$ cat src/rtl/sup_pkg.sv
package sup_pkg;
   typedef enum logic [2:0] {
      ST_OFF_CHARGE     = 3'd0,
      ST_RUN            = 3'd1,
      ST_OCP_WARN       = 3'd2,
      ST_FAULT_LATCHED  = 3'd3,
      ST_FAULT_WAIT_LOW = 3'd4
   } sup_state_t;

   typedef enum logic [1:0] {
      CAUSE_NONE     = 2'd0,
      CAUSE_OCP      = 2'd1,
      CAUSE_BROWNOUT = 2'd2
   } fault_cause_t;
endpackage

$ cat src/rtl/sup_fault_qual.sv
module sup_fault_qual #(
   parameter int OCP_TRIPS   = 2,
   parameter bit BROWNOUT_EN = 1'b1
) (
   input  logic clk,
   input  logic rst_n,
   input  logic active,
   input  logic cyc_end,
   input  logic ocp_in,
   input  logic bo_in,
   output logic ocp_fault,
   output logic ocp_warn,
   output logic bo_fault
);
   localparam int CNT_W = (OCP_TRIPS > 2) ? $clog2(OCP_TRIPS) : 1;
   localparam logic [CNT_W-1:0] LAST = CNT_W'(OCP_TRIPS - 1);

   logic [CNT_W-1:0] trip_cnt;
   logic             ocp_strobe;

   assign ocp_strobe = active && cyc_end && ocp_in;
   assign ocp_fault  = ocp_strobe && (trip_cnt == LAST);
   assign ocp_warn   = ocp_strobe && !ocp_fault;

   always_ff @(posedge clk or negedge rst_n) begin
      if (!rst_n)       trip_cnt <= '0;
      else if (!active) trip_cnt <= '0;
      else if (cyc_end) trip_cnt <= ocp_warn ? trip_cnt + 1'b1 : '0;
   end

   generate
      if (BROWNOUT_EN) begin : g_bo
         assign bo_fault = active && cyc_end && bo_in;
      end else begin : g_no_bo
         logic unused_bo;
         assign unused_bo = bo_in;
         assign bo_fault  = 1'b0;
      end
   endgenerate
endmodule

$ cat src/rtl/sup_state_fsm.sv
module sup_state_fsm
   import sup_pkg::*;
(
   input  logic         clk,
   input  logic         rst_n,
   input  logic         vcc_at_on,
   input  logic         vcc_below_uvlo,
   input  logic         vcc_below_fault,
   input  logic         cyc_end,
   input  logic         ocp_fault,
   input  logic         ocp_warn,
   input  logic         bo_fault,
   output sup_state_t   state_q,
   output fault_cause_t cause_q
);
   sup_state_t   state_d;
   fault_cause_t cause_d;

   always_comb begin
      state_d = state_q;
      cause_d = cause_q;
      unique case (state_q)
         ST_OFF_CHARGE:
            if (vcc_at_on && !vcc_below_uvlo) state_d = ST_RUN;
         ST_RUN, ST_OCP_WARN: begin
            if (vcc_below_uvlo) begin
               state_d = ST_OFF_CHARGE;
            end else if (bo_fault) begin
               state_d = ST_FAULT_LATCHED;
               cause_d = CAUSE_BROWNOUT;
            end else if (ocp_fault) begin
               state_d = ST_FAULT_LATCHED;
               cause_d = CAUSE_OCP;
            end else if (ocp_warn) begin
               state_d = ST_OCP_WARN;
            end else if (cyc_end) begin
               state_d = ST_RUN;
            end
         end
         ST_FAULT_LATCHED:
            if (vcc_below_uvlo) state_d = ST_FAULT_WAIT_LOW;
         ST_FAULT_WAIT_LOW:
            if (vcc_below_fault) state_d = ST_OFF_CHARGE;
         default: state_d = ST_OFF_CHARGE;
      endcase
   end

   always_ff @(posedge clk or negedge rst_n) begin
      if (!rst_n) begin
         state_q <= ST_OFF_CHARGE;
         cause_q <= CAUSE_NONE;
      end else begin
         state_q <= state_d;
         cause_q <= cause_d;
      end
   end
endmodule

$ cat src/rtl/sup_charge_ctl.sv
module sup_charge_ctl
   import sup_pkg::*;
(
   input  logic       clk,
   input  logic       rst_n,
   input  sup_state_t state,
   input  logic       bulk_ok,
   input  logic       vcc_at_on,
   input  logic       vcc_below_restart,
   input  logic       sw_off,
   output logic       chg_en
);
   logic in_run;
   logic recharge_q;

   assign in_run = (state == ST_RUN) || (state == ST_OCP_WARN);

   always_ff @(posedge clk or negedge rst_n) begin
      if (!rst_n)                     recharge_q <= 1'b0;
      else if (!in_run || vcc_at_on)  recharge_q <= 1'b0;
      else if (vcc_below_restart)     recharge_q <= 1'b1;
   end

   always_comb begin
      unique case (state)
         ST_OFF_CHARGE:       chg_en = bulk_ok && !vcc_at_on;
         ST_RUN, ST_OCP_WARN: chg_en = bulk_ok && sw_off && !vcc_at_on
                                       && (recharge_q || vcc_below_restart);
         default:             chg_en = 1'b0;
      endcase
   end
endmodule

$ cat src/rtl/supply_restart_sup.sv
module supply_restart_sup
   import sup_pkg::*;
#(
   parameter int OCP_TRIPS   = 2,
   parameter bit BROWNOUT_EN = 1'b1
) (
   input  logic       clk,
   input  logic       rst_n,
   input  logic       bulk_ok,
   input  logic       vcc_at_on,
   input  logic       vcc_below_restart,
   input  logic       vcc_below_uvlo,
   input  logic       vcc_below_fault,
   input  logic       sw_off,
   input  logic       cyc_end,
   input  logic       ocp_flag,
   input  logic       bo_flag,
   output logic       chg_en,
   output logic       run_en,
   output logic       gate_hold,
   output logic [2:0] state_o,
   output logic [1:0] cause_o
);
   initial begin
      if (OCP_TRIPS < 2)
         $error("supply_restart_sup: OCP_TRIPS must be at least 2");
   end

   sup_state_t   state;
   fault_cause_t cause;
   logic         active;
   logic         ocp_fault, ocp_warn, bo_fault;

   assign run_en    = (state == ST_RUN) || (state == ST_OCP_WARN);
   assign active    = run_en && !vcc_below_uvlo;
   assign gate_hold = !run_en || vcc_below_uvlo;
   assign state_o   = state;
   assign cause_o   = cause;

   sup_fault_qual #(
      .OCP_TRIPS   (OCP_TRIPS),
      .BROWNOUT_EN (BROWNOUT_EN)
   ) u_qual (
      .clk       (clk),
      .rst_n     (rst_n),
      .active    (active),
      .cyc_end   (cyc_end),
      .ocp_in    (ocp_flag),
      .bo_in     (bo_flag),
      .ocp_fault (ocp_fault),
      .ocp_warn  (ocp_warn),
      .bo_fault  (bo_fault)
   );

   sup_state_fsm u_fsm (
      .clk             (clk),
      .rst_n           (rst_n),
      .vcc_at_on       (vcc_at_on),
      .vcc_below_uvlo  (vcc_below_uvlo),
      .vcc_below_fault (vcc_below_fault),
      .cyc_end         (cyc_end),
      .ocp_fault       (ocp_fault),
      .ocp_warn        (ocp_warn),
      .bo_fault        (bo_fault),
      .state_q         (state),
      .cause_q         (cause)
   );

   sup_charge_ctl u_chg (
      .clk               (clk),
      .rst_n             (rst_n),
      .state             (state),
      .bulk_ok           (bulk_ok),
      .vcc_at_on         (vcc_at_on),
      .vcc_below_restart (vcc_below_restart),
      .sw_off            (sw_off),
      .chg_en            (chg_en)
   );
endmodule

$ cat config.mk
export PLATFORM = sky130hd
export DESIGN_NAME = supply_restart_sup
export DESIGN_NICKNAME = d
export VERILOG_FILES = /design/src/rtl/sup_pkg.sv /design/src/rtl/sup_fault_qual.sv /design/src/rtl/sup_state_fsm.sv /design/src/rtl/sup_charge_ctl.sv /design/src/rtl/supply_restart_sup.sv
export SDC_FILE = /design/constraint.sdc
export NUM_CORES = 1
export LEC_CHECK = 0
export ABC_AREA = 1
export BUFFER_PORTS_ARGS = -buffer_cell sky130_fd_sc_hd__buf_2
export CAP_MARGIN = 20
export CORE_AREA = 5 5 42 44
export DETAILED_ROUTE_END_ITERATION = 6
export DIE_AREA = 0 0 47 49
export GPL_ROUTABILITY_DRIVEN = 0
export PLACE_DENSITY = 0.67
export SLEW_MARGIN = 15
export SYNTH_ARGS = -nofsm -noshare
export SYNTH_HDL_FRONTEND = slang
export SYNTH_SLANG_ARGS = --single-unit
$ cat constraint.sdc
create_clock -name clk -period 2.45 [get_ports clk]
set_clock_uncertainty 0.2 [all_clocks]
set_input_delay 0 -clock clk [delete_from_list [all_inputs] [get_ports clk]]
set_output_delay 0 -clock clk [all_outputs]
set_load 0.02 [all_outputs]
==> summary.md <==
| Metric | Value |
|---|---|
| DR DRC count | `0` |
| Detailed-placement wirelength estimate | `810 um` |
| Final Max Slew Viols | `0` |
| Worst skew pair latency | `0.25 ns` |
| CP required | `2.38 ns` |
| Final Hold Viols | `0` |
| Maximum vdd drop | `610 uV` |
| Power share of the clock group | `14.8%` |
| Top cell type by total area after synthesis | `dfrtp_1` |
| Clock sinks | `7` |
| Final setup viols | `0` |
| Met3 usage | `5.54%` |
| Mapped Area | `425 um2` |
| Largest net degree at the start of global routing | `8` |
| Drt first pass iters | `4` |
| Setup TNS | `0 ns` |
| Sw Share | `46.7%` |
| M2 GR Usage | `18.3%` |
| Comb power frac | `58.6%` |
| Remaining Overflow, GRT | `0` |
| Register Area | `175 um2` |
| Postcts setup bufs | `0` |
| Pwr/cell area | `1060 nW/um2` |
| P_int | `0.000381 W` |
| Synth-to-Final Area Change | `57.9%` |
| CTS tree | `built` |
| Max Fclk | `0.474 GHz` |
| Placed Instance Area | `536 um2` |
| Row count | `14` |
| Multi-input gate area | `205 um2` |
| IO buf count | `18` |
| RSZ-0062 raised after global routing | `false` |
| CTS root buf | `clkbuf_4` |
| Min-delay worst type | `in -> reg` |
| Die area | `2300 um2` |
| P_sw | `0.000334 W` |
| Ys Warns | `0` |
| Starting Density | `30.4%` |
| Status | `completed` |
| Via count | `472` |
| Post-synth top area share | `41.2%` |
| Crit. End Element | `flip-flop` |
| Post-CTS Resized | `0` |
| Avg Inst Size Synth | `7.73 um2` |
| Reg clk slew, reported paths | `0.05 ns` |
| Startpoint types | `flip-flop` |
| Routed Antenna Nets | `0` |
| I/O pin count | `19` |
| Number of diodes | `0` |
| Max clock buf depth | `2` |
| # fillers | `156` |
| GR Util All Layers | `11.9%` |
| Lkg Pwr | `0.363 nW` |
| Number of global-route vias before repair | `491` |
| Core Area | `1400 um2` |
| Crit Path Class | `reg -> reg` |
| Die extent in y | `49 um` |
| Hold Buf Count CTS | `11` |
| CTS buffer count | `3` |
| Tmin final | `2.11 ns` |
| Via/cell ratio | `4.54` |
| Register area share after synthesis | `41.2%` |
| Reg power frac | `26.6%` |
| Design Area, Final | `672 um2` |
| Share of cells above drive strength 1 | `34.1%` |
| Post-Synthesis Net Count | `66` |
| Rel. slew slack | `77.4%` |
| Global-route wire length before repair | `1960 um` |
| Fin crit share | `86.2%` |
| Layout Nets | `100` |
| Top area cells in the synthesized netlist | `dfrtp_1 (41%), inv_1 (9.7%), nand2_1 (9.7%), nor2_1 (5.3%), nand4_4 (5.0%)` |
| CP Max Fanout | `5` |
| Routed wire length per instance | `10.3 um` |
| Initial DRC Count | `9` |
| Post-Syn Instances | `55` |
| Met1 usage | `14.2%` |
| Least-Margin Pin Slew | `0.337 ns` |
| Synth unique cells | `17` |
| Total Wirelength | `1070 um` |
| Max Cap Viol | `0` |
| Gr busiest metal | `met2` |
| Initial antenna violation count | `0` |
| Synthesized flop and latch total | `7` |
| Die width | `47 um` |
| H-tree lvl count | `1` |
| Critical Path AT | `2.04 ns` |
==> layout make-up <==
type | count | share of cell area (%)
flip-flops and latches | 7 | 26.1
clock buffers | 4 | 3.91
inverters | 12 | 6.70
multi-input cells | 36 | 30.5
well taps | 16 | 2.98
repair buffers | 29 | 29.8
==> kinds of logic after synthesis <==
logic type / synth area share [%]
DFF: 41.2
and+or+nand+nor: 34.7
AOI/OAI and AO/OA: 13.5
buffers and inverters: 10.6
==> layout by cell type (no fill, tap or decap) <==
master	synthesis	final
dlygate4sd3_1	0	11
nor2_1	6	6
nand3_1	3	3
a21oi_2	1	1
o21ai_0	4	4
nand4_4	1	1
buf_2	0	18
inv_1	11	11
a21oi_1	1	1
nor2_2	1	1
clkbuf_1	0	1
nand2_2	2	2
dfrtp_1	7	7
nand2_1	11	11
clkbuf_4	0	3
o21bai_1	1	1
or2_4	1	1
nand3_2	2	2
a21boi_0	1	1
a41oi_1	1	1
inv_2	1	1
==> metal layers <==
metal | wire (um) | vias up
met5 | 0 | -
met4 | 13 | 0
met3 | 91 | 2
met2 | 501 | 20
met1 | 460 | 210
li1 | - | 240
==> worst paths after layout <==
path | from | endpoint | slack (ns) | depth (start not counted)
worst max register to register | u_fsm.state_q[1] | u_fsm.cause_q[1] | 0.34 | 9
worst max-delay path | u_fsm.state_q[1] | u_fsm.cause_q[1] | 0.34 | 9
max in group asynchronous | rst_n | u_fsm.state_q[0] | 1.30 | 3
min in group asynchronous | rst_n | u_qual.trip_cnt | 0.50 | 3
worst min-delay path | vcc_below_uvlo | u_fsm.cause_q[0] | 0.02 | 5
worst min register to register | u_fsm.cause_q[0] | u_fsm.cause_q[0] | 0.32 | 2
==> sequential cells by signal (all words and copies together) (netlist names) <==
name              count
u_fsm.cause_q         2
u_chg.recharge_q      1
u_fsm.state_q         3
u_qual.trip_cnt       1
==> critical path: stages, from the launching register on <==
cell	delay (ns)
dfrtp_1	0.42
nand2_1	0.19
nand3_2	0.11
inv_2	0.08
nand3_2	0.09
nor2_2	0.13
nand2_1	0.09
nand2_1	0.06
o21ai_0	0.07
dlygate4sd3_1	0.55
==> synthesized netlist by cell type <==
cell type,number
inv_1,11
nand2_1,11
dfrtp_1,7
nor2_1,6
o21ai_0,4
nand3_1,3
nand2_2,2
nand3_2,2
a21boi_0,1
a21oi_1,1
a21oi_2,1
a41oi_1,1
inv_2,1
nand4_4,1
nor2_2,1
o21bai_1,1
or2_4,1
==> per-stage QoR <==
stage / total power (W) / std cells / setup WS, ns / hold WS (ns) / util (%)
finish: 0.000715 / 104 / 0.339 / 0.0242 / 47.9
CTS: 0.000726 / 104 / 0.344 / 0.0211 / 47.9
floorplan: 0.000469 / 55 / 0.831 / -0.496 / -
global route: 0.000776 / 104 / 0.166 / 0.0697 / 47.9
detailed placement: 0.000581 / 89 / 0.902 / -0.349 / 38.2
global placement: 0.000576 / 89 / 0.907 / -0.351 / 38.2
==> power groups by stage <==
stage,registers [W],clock network [W],logic [W]
after floorplan,0.000232,0,0.000237
after global placement,0.000192,0,0.000384
after detailed placement,0.000192,0,0.000389
after CTS,0.000190,0.000112,0.000424
after global routing,0.000196,0.000117,0.000463
final,0.000190,0.000106,0.000419
Power figures use the tool's default switching activity.
